### src/rtl/rxr_pkg.sv
`timescale 1ns/1ps
package rxr_pkg;
    localparam int B_OWN = 31;
    localparam int B_ERR = 30;
    localparam int B_BUFF = 27;
    localparam int B_STP = 25;
    localparam int B_ENP = 24;
    localparam int SZ_W = 12;
    localparam int DESC_BYTES = 16;

    typedef enum logic [3:0] {
        S_IDLE, S_RD_ST, S_RD_BA, S_FILL, S_WR_DAT, S_ADV, S_RD_NX,
        S_WR_ST, S_RD_CNT, S_WR_CNT, S_WR_FST, S_DRAIN
    } st_e;
endpackage

### src/rtl/rxr_dest_filter.sv
`timescale 1ns/1ps
module rxr_dest_filter #(
    parameter int NBYTES = 6
) (
    input  logic [8*NBYTES-1:0] dest,
    input  logic [8*NBYTES-1:0] station,
    input  logic                promisc,
    output logic                hit
);
    logic [NBYTES-1:0] same;
    for (genvar i = 0; i < NBYTES; i++) begin : g_byte
        assign same[i] = (dest[8*i +: 8] == station[8*i +: 8]);
    end
    // group bit is the lowest bit of the first byte on the wire
    assign hit = promisc | dest[0] | (&same);
endmodule

### src/rtl/rxr_ring_step.sv
`timescale 1ns/1ps
module rxr_ring_step #(
    parameter int AW = 32,
    parameter int POS_W = 9,
    parameter int DESC_B = 16
) (
    input  logic [AW-1:0]    base,
    input  logic [POS_W-1:0] pos,
    input  logic [POS_W:0]   len,
    output logic [AW-1:0]    addr,
    output logic [POS_W-1:0] nxt
);
    localparam int SH = $clog2(DESC_B);
    logic [POS_W:0] inc;
    assign addr = base + (AW'(pos) << SH);
    assign inc  = {1'b0, pos} + {{POS_W{1'b0}}, 1'b1};
    assign nxt  = (inc == len) ? '0 : inc[POS_W-1:0];
endmodule

### src/rtl/rxr_chain_engine.sv
`timescale 1ns/1ps
module rxr_chain_engine
    import rxr_pkg::*;
#(
    parameter int AW = 32,
    parameter int POS_W = 9,
    parameter int LEN_W = 12,
    parameter int MAX_FRAME = 2048
) (
    input  logic             clk,
    input  logic             rst_n,
    input  logic [AW-1:0]    cfg_ring_base,
    input  logic [POS_W:0]   cfg_ring_len,
    input  logic [47:0]      cfg_station,
    input  logic             cfg_promisc,
    input  logic             cfg_rx_on,
    input  logic [7:0]       cfg_style,
    input  logic             frm_start,
    input  logic [LEN_W-1:0] frm_len,
    input  logic [47:0]      frm_dest,
    input  logic             in_valid,
    input  logic [7:0]       in_data,
    output logic             in_ready,
    output logic             mem_req,
    output logic             mem_we,
    output logic [AW-1:0]    mem_addr,
    output logic [31:0]      mem_wdata,
    output logic [3:0]       mem_be,
    input  logic             mem_ack,
    input  logic [31:0]      mem_rdata,
    output logic             busy,
    output logic             rx_irq
);
    localparam logic [31:0] M_OWN = 32'h1 << B_OWN;
    localparam logic [31:0] M_ERRB = (32'h1 << B_ERR) | (32'h1 << B_BUFF) | (32'h1 << B_ENP);
    localparam logic [31:0] M_ENP = 32'h1 << B_ENP;
    localparam logic [31:0] M_STP = 32'h1 << B_STP;
    localparam logic [LEN_W-1:0] LIM = LEN_W'(MAX_FRAME);

    typedef struct packed {
        st_e              st;
        st_e              ret;
        logic [POS_W-1:0] pos;
        logic [AW-1:0]    cur;
        logic [AW-1:0]    fst;
        logic [AW-1:0]    bptr;
        logic [31:0]      st0;
        logic [31:0]      stc;
        logic [31:0]      nst;
        logic [31:0]      word;
        logic             first;
        logic             sty3;
        logic [LEN_W-1:0] chunk;
        logic [LEN_W-1:0] rem;
        logic [LEN_W-1:0] left;
        logic [LEN_W-1:0] tot;
        logic [2:0]       nb;
        logic             irq;
    } regs_t;

    regs_t q_q, q_d;
    logic [AW-1:0]    pos_addr;
    logic [POS_W-1:0] pos_nxt;
    logic             hit;
    logic             go;
    logic [SZ_W-1:0]  bneg;
    logic [LEN_W-1:0] bsize;
    logic [31:0]      s;

    rxr_ring_step #(.AW(AW), .POS_W(POS_W), .DESC_B(DESC_BYTES)) u_step (
        .base(cfg_ring_base), .pos(q_q.pos), .len(cfg_ring_len),
        .addr(pos_addr), .nxt(pos_nxt)
    );

    rxr_dest_filter #(.NBYTES(6)) u_filt (
        .dest(frm_dest), .station(cfg_station), .promisc(cfg_promisc), .hit(hit)
    );

    assign go    = (|cfg_ring_base) && cfg_rx_on && (cfg_style == 8'd2 || cfg_style == 8'd3) && hit;
    assign bneg  = {SZ_W{1'b0}} - q_q.stc[SZ_W-1:0];
    assign bsize = LEN_W'(bneg);

    always_comb begin
        q_d = q_q;
        q_d.irq = 1'b0;
        s = q_q.stc;
        case (q_q.st)
            S_IDLE: if (frm_start) begin
                q_d.left  = frm_len;
                q_d.tot   = (frm_len > LIM) ? LIM : frm_len;
                q_d.rem   = (frm_len > LIM) ? LIM : frm_len;
                q_d.cur   = pos_addr;
                q_d.fst   = pos_addr;
                q_d.first = 1'b1;
                q_d.sty3  = (cfg_style == 8'd3);
                q_d.st    = go ? S_RD_ST : S_DRAIN;
            end
            S_RD_ST: if (mem_ack) begin
                if (!mem_rdata[B_OWN]) q_d.st = S_DRAIN;
                else begin
                    q_d.st0 = mem_rdata;
                    q_d.stc = mem_rdata;
                    q_d.st  = S_RD_BA;
                end
            end
            S_RD_BA: if (mem_ack) begin
                q_d.bptr  = mem_rdata;
                q_d.chunk = (bsize < q_q.rem) ? bsize : q_q.rem;
                q_d.nb    = 3'd0;
                q_d.word  = '0;
                q_d.st    = S_FILL;
            end
            S_FILL: begin
                if (q_q.nb == 3'd4 || (q_q.chunk == '0 && q_q.nb != 3'd0)) q_d.st = S_WR_DAT;
                else if (q_q.chunk == '0) q_d.st = S_ADV;
                else if (in_valid) begin
                    q_d.word[{q_q.nb[1:0], 3'b000} +: 8] = in_data;
                    q_d.nb    = q_q.nb + 3'd1;
                    q_d.chunk = q_q.chunk - LEN_W'(1);
                    q_d.rem   = q_q.rem - LEN_W'(1);
                    q_d.left  = q_q.left - LEN_W'(1);
                end
            end
            S_WR_DAT: if (mem_ack) begin
                q_d.bptr = q_q.bptr + AW'(4);
                q_d.nb   = 3'd0;
                q_d.word = '0;
                q_d.st   = S_FILL;
            end
            S_ADV: begin
                q_d.pos = pos_nxt;
                if (q_q.rem == '0) begin
                    s = q_q.stc | M_ENP;
                    if (!q_q.first) s = s & ~M_OWN;
                    q_d.stc = s;
                    if (q_q.first) q_d.st0 = s;
                    q_d.st = S_RD_CNT;
                end else q_d.st = S_RD_NX;
            end
            S_RD_NX: if (mem_ack) begin
                if (!mem_rdata[B_OWN]) begin
                    s = q_q.stc | M_ERRB;
                    if (!q_q.first) s = s & ~M_OWN;
                    q_d.stc = s;
                    if (q_q.first) q_d.st0 = s;
                    q_d.ret = S_WR_FST;
                    q_d.st  = q_q.first ? S_WR_FST : S_WR_ST;
                end else if (q_q.first) begin
                    q_d.first = 1'b0;
                    q_d.cur   = pos_addr;
                    q_d.stc   = mem_rdata;
                    q_d.st    = S_RD_BA;
                end else begin
                    q_d.nst = mem_rdata;
                    q_d.stc = q_q.stc & ~M_OWN;
                    q_d.ret = S_RD_BA;
                    q_d.st  = S_WR_ST;
                end
            end
            S_WR_ST: if (mem_ack) begin
                if (q_q.ret == S_RD_BA) begin
                    q_d.cur = pos_addr;
                    q_d.stc = q_q.nst;
                end
                q_d.st = q_q.ret;
            end
            S_RD_CNT: if (mem_ack) begin
                q_d.word = mem_rdata;
                q_d.st   = S_WR_CNT;
            end
            S_WR_CNT: if (mem_ack) begin
                q_d.ret = S_WR_FST;
                q_d.st  = q_q.first ? S_WR_FST : S_WR_ST;
            end
            S_WR_FST: if (mem_ack) begin
                q_d.irq = 1'b1;
                q_d.st  = (q_q.left != '0) ? S_DRAIN : S_IDLE;
            end
            S_DRAIN: begin
                if (q_q.left == '0) q_d.st = S_IDLE;
                else if (in_valid) q_d.left = q_q.left - LEN_W'(1);
            end
            default: q_d.st = S_IDLE;
        endcase
    end

    always_ff @(posedge clk) begin
        if (!rst_n) q_q <= '0;
        else        q_q <= q_d;
    end

    always_comb begin
        mem_req   = 1'b1;
        mem_we    = 1'b0;
        mem_addr  = q_q.cur + AW'(4);
        mem_wdata = q_q.stc;
        mem_be    = 4'hF;
        case (q_q.st)
            S_RD_ST:  ;
            S_RD_BA:  mem_addr = q_q.cur + (q_q.sty3 ? AW'(8) : AW'(0));
            S_WR_DAT: begin
                mem_we    = 1'b1;
                mem_addr  = q_q.bptr;
                mem_wdata = q_q.word;
                mem_be    = 4'((5'd1 << q_q.nb) - 5'd1);
            end
            S_RD_NX:  mem_addr = pos_addr + AW'(4);
            S_WR_ST:  mem_we = 1'b1;
            S_RD_CNT: mem_addr = q_q.cur + (q_q.sty3 ? AW'(0) : AW'(8));
            S_WR_CNT: begin
                mem_we    = 1'b1;
                mem_addr  = q_q.cur + (q_q.sty3 ? AW'(0) : AW'(8));
                mem_wdata = {q_q.word[31:SZ_W], SZ_W'(q_q.tot) + SZ_W'(4)};
            end
            S_WR_FST: begin
                mem_we    = 1'b1;
                mem_addr  = q_q.fst + AW'(4);
                mem_wdata = (q_q.st0 & ~M_OWN) | M_STP;
            end
            default:  mem_req = 1'b0;
        endcase
    end

    assign in_ready = (q_q.st == S_FILL && q_q.chunk != '0 && q_q.nb != 3'd4) ||
                      (q_q.st == S_DRAIN && q_q.left != '0);
    assign busy     = (q_q.st != S_IDLE);
    assign rx_irq   = q_q.irq;

    // an access stays presented, unchanged, until acknowledged
    a_r1_req_held: assert property (@(posedge clk) disable iff (!rst_n)
        mem_req && !mem_ack |=> mem_req && $stable(mem_addr) && $stable(mem_we));
    a_r6_lane_shape: assert property (@(posedge clk) disable iff (!rst_n)
        mem_req && mem_we |-> (mem_be == 4'h1 || mem_be == 4'h3 || mem_be == 4'h7 || mem_be == 4'hF));
    a_r11_idle_quiet: assert property (@(posedge clk) disable iff (!rst_n)
        !busy |-> !mem_req && !in_ready);
    a_r10_irq_single: assert property (@(posedge clk) disable iff (!rst_n)
        rx_irq |=> !rx_irq);
    a_r10_irq_after_write: assert property (@(posedge clk) disable iff (!rst_n)
        rx_irq |-> $past(mem_req && mem_we && mem_ack));
endmodule

### config.mk
export PLATFORM = sky130hd
export DESIGN_NAME = rxr_chain_engine
export DESIGN_NICKNAME = d
export VERILOG_FILES = /design/src/rtl/rxr_pkg.sv /design/src/rtl/rxr_dest_filter.sv /design/src/rtl/rxr_ring_step.sv /design/src/rtl/rxr_chain_engine.sv
export SDC_FILE = /design/constraint.sdc
export NUM_CORES = 1
export LEC_CHECK = 0
export BUFFER_PORTS_ARGS = -buffer_cell sky130_fd_sc_hd__buf_4
export CORE_MARGIN = 3
export CORE_UTILIZATION = 40
export DETAILED_ROUTE_END_ITERATION = 12
export PLACE_DENSITY = 0.57
export SYNTH_ARGS = -nofsm -noshare
export SYNTH_HDL_FRONTEND = slang
export SYNTH_SLANG_ARGS = --single-unit
### constraint.sdc
create_clock -name clk -period 8.8 [get_ports clk]
set_input_delay 1.76 -clock clk [delete_from_list [all_inputs] [get_ports clk]]
set_output_delay 1.76 -clock clk [all_outputs]
set_load 0.1 [all_outputs]
==> flow_summary_export.csv, run 1 <==
group,metric,value,unit
run_status,outcome,"completed",
final_layout,final_cell_mix,"nor2_1, buf_4, nand2_1",
sta,setup_violations,0,
final_layout,antennaDiodeCount,0,
route,drc,0,
final_layout,instances_no_fill,3350,
die,die_w,224,um
synthesis,syn-instance-count,2556,
global_routing,antenna_found_initial,1,
final_layout,area.growth.synth_to_final,19.3,%
critical_path,crit_top_cell,"buf_4",
clock_network,cts.sinks,291,
final_layout,layout_commonest_cell,"nor2_1",
clock_network,root_buffer,"clkbuf_16",
sta,skew,24.0,ps
critical_path,cp-start-kind,"input pin",
power,p_leak,0.00839,uW
placed_design,placedCellCount,3285,
global_routing,grt_usage,0.278,
placed_design,dp_hpwl,52200,um
synthesis,synth_seq_area_share,0.306,
sta,setup_tns,0,ps
critical_path,crit_start,"cfg_ring_base[4]",
synthesis,syn_area,0.0190,mm2
route,first_iter_violations,2128,
die,rows,79,
sta,rsz0062_at_grt,"false",
placed_design,post-place-ws,1300,ps
sta,finalHoldViolations,0,
critical_path,endpoint_kind,"primary output",
synthesis,synthFlopType,"dfxtp_1",
sta,timing.fmax,133,MHz
sta,fin_crit_sh,0.857,
die,initial_core_util,0.407,
placed_design,place_area,0.0215,mm2
clock_network,clock_latency,560,ps
clock_network,cts_max_level,2,
die,die_area,0.0503,mm2
synthesis,yosys_warnings,0,
final_layout,finalNetCount,2960,
critical_path,critPathMaxStageDelay,560,ps
critical_path,rr_startpoint,"q_q[293]",
critical_path,reg2regPathDepth,9,
synthesis,ys_ff_latch,291,
global_routing,grt_pass1_wl,111000,um
power,p_per_area,373,mW/mm2
synthesis,postSynthAreaPerCell,7.45,um2
clock_network,post_cts_buffers,0,
critical_path,worstSetupEndpoint,"mem_addr[28]",
route,wl_per_cell,21.8,um
power,max-vdd-ir-drop,0.000278,V
critical_path,path_cells,"buf_4 -> ha_1 -> fa_1 -> a211oi_1 -> buf_4 -> o211ai_1 -> a21boi_2 -> xnor2_1 -> o2bb2ai_1 -> o2111ai_1 -> or3_4 -> o31a_1 -> o31ai_1 -> buf_4",
clock_network,clockBufferDepth,3,
critical_path,critical-path-top-delay-family,"compound AO/OA/AOI/OAI gates",
synthesis,ys_types,92,
critical_path,critical_path_class,"input pin to primary output",
flow_run,cap_violations,0,
clock_network,holdBufCountCts,0,
route,wl,72900,um
critical_path,worst-path-stages,14,
route,vias_per_cell,6.03,
global_routing,grt_max_degree,116,
placed_design,port_buffers,277,
final_layout,final_util,0.486,
sta,worst_pin_slew,1090,ps
die,io-pin-count,278,
sta,relSlewSlack,0.264,
sta,worst_slack,1260,ps
die,die_y,224,um
critical_path,worst_ep_arrival_time,5780,ps
placed_design,place.gp.congestion,0.901,
route,ant_nets,0,
route,first_pass_iters,6,
hold_path,hold_class,"flop to flop",
final_layout,finalInstanceArea,0.0227,mm2
critical_path,worstReg2RegEnd,"q_q[177]",
critical_path,rrSetupSlack,4820,ps
critical_path,worstPathRequired,7040,ps
clock_network,path_clk_slew,60,ps
clock_network,numCtsBuffers,36,
clock_network,cts_tree,"done",
critical_path,cp_slowest_cell,"or3_4",
synthesis,synth_edf_count,0,
sta,drv_slew,0,
clock_network,cts_resized,0,
route,via_count,20200,
global_routing,grt_overflow,0,
final_layout,drive_above_1_share,0.155,
critical_path,crit_fanout,10,
global_routing,grt_pass1_vias,19100,
sta,finalCriticalPeriod,7540,ps
die,fp.coreArea,0.0468,mm2
synthesis,synth_nets,2800,
synthesis,async_reset_ff_frac,0,
critical_path,worst-path-buf-inv,3,
## power by group
group	switching (uW)	internal, uW
clock network	622	960
logic	3490	1440
registers	332	1620
total	4450	4020
## how the worst min path moves through the flow
stage | cells after the start | slack, ps | to | startpoint
2_1_floorplan | 2 | 430 | q_q[223] | q_q[223]
3_3_place_gp | 2 | 440 | q_q[223] | q_q[223]
3_5_place_dp | 2 | 440 | q_q[218] | q_q[218]
4_1_cts | 2 | 450 | q_q[218] | q_q[218]
5_1_grt | 2 | 470 | q_q[95] | q_q[95]
6_report | 2 | 450 | q_q[218] | q_q[218]
## logic make-up (layout without fill, tap and decap cells)
logic type | count (synthesis) | in the layout | synth area share
AO/OA/AOI/OAI | 809 | 809 | 0.289
buffers and inverters | 241 | 428 | 0.0508
multiplexers | 33 | 33 | 0.0173
AND/OR/NAND/NOR | 991 | 991 | 0.241
flip-flops | 291 | 291 | 0.306
XOR/XNOR | 152 | 152 | 0.0699
adder cells (fa/ha/maj) | 39 | 39 | 0.0260
## through the flow
step	hold WS [ps]	total power, uW
4_1_cts	451	8440
3_3_place_gp	440	6770
5_1_grt	468	8920
3_5_place_dp	442	6840
2_1_floorplan	431	5540
6_report	453	8470
## per-layer routing
metal	global-route usage	wire, um	up-vias
met2	0.432	32100	781
met4	0.105	2790	0
met3	0.0528	5280	150
met5	0	0	-
met1	0.384	32800	9596
li1	-	-	9680
## cell type report
cell class                 count  area (um2)
multi-input combinational   2024       12300
sequential                   291        5830
inverter                      46         180
tap                          607         759
clock inverter                14         189
fill                        4711       24000
clock buffer                  51        1060
timing repair buffer         317        2380
## synthesized netlist by cell type, types with 6 or more instances
cell type / count / area, um2
nor2_1: 343 / 1290
nand2_1: 301 / 1130
dfxtp_1: 291 / 5830
a21oi_1: 180 / 901
a22oi_1: 159 / 1190
clkbuf_1: 157 / 589
a211oi_1: 149 / 1120
o21ai_0: 126 / 631
xnor2_1: 119 / 1040
nand3_1: 73 / 365
nor3_1: 55 / 275
inv_1: 44 / 165
nand4_1: 43 / 269
nor4_1: 41 / 257
ha_1: 38 / 475
mux2i_1: 33 / 330
xor2_1: 33 / 289
and3_1: 26 / 163
o211ai_1: 20 / 150
o22ai_1: 20 / 125
buf_2: 18 / 90.1
o31ai_1: 14 / 105
or3_1: 14 / 87.6
a31oi_1: 13 / 81.3
and2_1: 13 / 81.3
nand2b_1: 13 / 81.3
a21o_1: 12 / 90.1
a222oi_1: 11 / 110
a221oi_1: 9 / 78.8
buf_1: 9 / 33.8
o21a_1: 9 / 67.6
or2_2: 9 / 56.3
and3b_1: 8 / 70.1
buf_4: 8 / 60.1
o221a_2: 8 / 90.1
a221o_1: 7 / 70.1
and4_1: 7 / 61.3
nor2b_1: 7 / 43.8
nor3b_1: 7 / 52.6
o211a_1: 6 / 60.1
## tightest hold or removal path: cells and delay by family (launching register included)
family           cells  cell delay (ps)
AND/OR/NAND/NOR      1               50
AO/OA/AOI/OAI        1               50
flip-flops           1              300
Note: power is estimated with default switching activity, not from simulation.
==> run 2, diff against run 1 <==
==> constraint.sdc (replaced) <==
create_clock -name clk -period 8.8 [get_ports clk]
set_input_delay 2.64 -clock clk [delete_from_list [all_inputs] [get_ports clk]]
set_output_delay 2.64 -clock clk [all_outputs]
set_load 0.1 [all_outputs]
==> flow_summary_export.csv, run 2 (synthesized netlist as in run 1, its figures left out) <==
group,metric,value,unit
run_status,outcome,"completed",
clock_network,root_buffer,"clkbuf_16",
final_layout,nFillCells,4647,
final_layout,multi_input_area,0.0125,mm2
clock_network,clockBufferDepth,3,
critical_path,endpoint_kind,"primary output",
critical_path,worst_ep_arrival_time,6050,ps
sta,fin_crit_sh,0.988,
clock_network,cts_max_level,2,
global_routing,antenna_found_initial,1,
critical_path,path_cells,"buf_4 -> ha_4 -> fa_2 -> a211oi_4 -> buf_4 -> o21a_1 -> and3_4 -> o211ai_1 -> nor4_4 -> nand4_4 -> or3_4 -> buf_4 -> o21a_1 -> o31ai_4 -> buf_12",
final_layout,finalNetCount,3003,
route,via_count,20400,
die,die_area,0.0503,mm2
placed_design,place_area,0.0219,mm2
clock_network,holdBufCountCts,0,
flow_run,cap_violations,0,
critical_path,critical-path-top-delay-family,"simple AND/OR/NAND/NOR gates",
global_routing,grt_pass1_wl,113000,um
route,ant_nets,0,
sta,setup_tns,0,ps
clock_network,path_clk_slew,40,ps
power,total_power,8540,uW
die,rows,79,
sta,drv_slew,0,
clock_network,numCtsBuffers,36,
placed_design,dp_hpwl,53100,um
power,p_leak,0.00865,uW
clock_network,clock_latency,530,ps
sta,skew,28.1,ps
final_layout,ff_latch_area,0.00583,mm2
global_routing,grt_max_degree,106,
critical_path,crit_top_cell,"buf_4",
final_layout,area.growth.synth_to_final,21.9,%
route,vias_per_cell,6.02,
route,drc,0,
sta,worst_pin_slew,1070,ps
route,first_iter_violations,2184,
final_layout,drive_above_1_share,0.179,
sta,setup_violations,0,
critical_path,cp_slowest_cell,"or3_4",
die,io-pin-count,278,
placed_design,place.gp.congestion,0.936,
die,die_w,224,um
critical_path,cp-start-kind,"input pin",
final_layout,final_cell_mix,"buf_4, nor2_1, nand2_1",
die,die_y,224,um
global_routing,grt_usage,0.281,
route,wl,74000,um
sta,finalHoldViolations,0,
sta,timing.fmax,115,MHz
critical_path,critPathMaxStageDelay,420,ps
clock_network,cts.sinks,291,
route,first_pass_iters,7,
clock_network,cts_tree,"done",
final_layout,finalInstanceArea,0.0232,mm2
die,initial_core_util,0.407,
critical_path,worst-path-buf-inv,4,
critical_path,critical_path_class,"input pin to primary output",
route,wl_per_cell,21.8,um
placed_design,placedCellCount,3322,
sta,rsz0062_at_grt,"true",
placed_design,port_buffers,277,
power,p_per_area,368,mW/mm2
sta,relSlewSlack,0.287,
global_routing,grt_overflow,0,
critical_path,crit_fanout,4,
final_layout,antennaDiodeCount,0,
global_routing,grt_pass1_vias,19100,
hold_path,hold_class,"flop to flop",
final_layout,instances_no_fill,3394,
sta,finalCriticalPeriod,8690,ps
final_layout,layout_commonest_cell,"buf_4",
die,fp.coreArea,0.0468,mm2
power,max-vdd-ir-drop,0.000262,V
critical_path,worstPathRequired,6160,ps
-- run 2: cell count changes in the layout (fill, tap and decap cells not counted), moves of 3 or more --
cell / delta
inv_6: +3
o21ai_0: -16
o31ai_1: -5
buf_4: +39
o31ai_4: +4
o21ai_1: +5
clkbuf_8: +3
o21ai_2: +11
buf_12: +3
-- run 2: layout make-up --
type	instances	area share
clock buffer	52	0.0462
clock inverter	14	0.00566
inverter	46	0.00776
multi-input combinational	2024	0.539
sequential	291	0.251
tap	607	0.0327
timing repair buffer	360	0.118
-- run 2: worst reg2reg max path, cell delays in order (launching register included) --
cell,delay [ps]
dfxtp_1,810
and4bb_2,930
nand2_1,330
o21ai_0,610
and3_1,280
nor2_1,70
nor2_4,70
buf_4,510
nor2_1,170
a211oi_1,280
-- run 2: routing by layer --
layer | routed length (um) | GRT usage | vias to the layer above
met3 | 5340 | 0.0456 | 106
met5 | 13 | 0 | -
met2 | 33900 | 0.447 | 790
met1 | 33100 | 0.395 | 9750
li1 | - | - | 9800
met4 | 1680 | 0.0742 | 2
-- run 2: metrics by stage --
step	worst slack, ps	utilization	hold slack (ps)
global route	-22.3	0.497	471
floorplan	-389	-	431
global placement	-39.5	0.468	437
detailed placement	-50.9	0.468	444
finish	107	0.497	451
CTS	10.9	0.494	450
-- run 2: repair_timing --
action,in CTS,in global routing
resized for setup,0,16
buffers inserted,1,4
setup endpoints to repair,2,7
hold endpoints to repair,0,0
pin swaps,1,5
-- run 2: final timing paths --
check	from	to	slack, ps	cells after the start
setup / recovery	cfg_ring_base[4]	mem_addr[30]	110	15
setup reg to reg	q_q[293]	q_q[155]	4650	9
hold / removal	q_q[223]	q_q[223]	450	2
hold reg to reg	q_q[223]	q_q[223]	450	2
-- run 2: power by group --
part / total, uW / leakage, uW / switching (uW) / internal [uW]
Clock: 1520 / 0.000605 / 611 / 909
Sequential: 1950 / 0.00237 / 329 / 1620
Combinational: 5070 / 0.00568 / 3560 / 1510
Total: 8540 / 0.00865 / 4500 / 4040
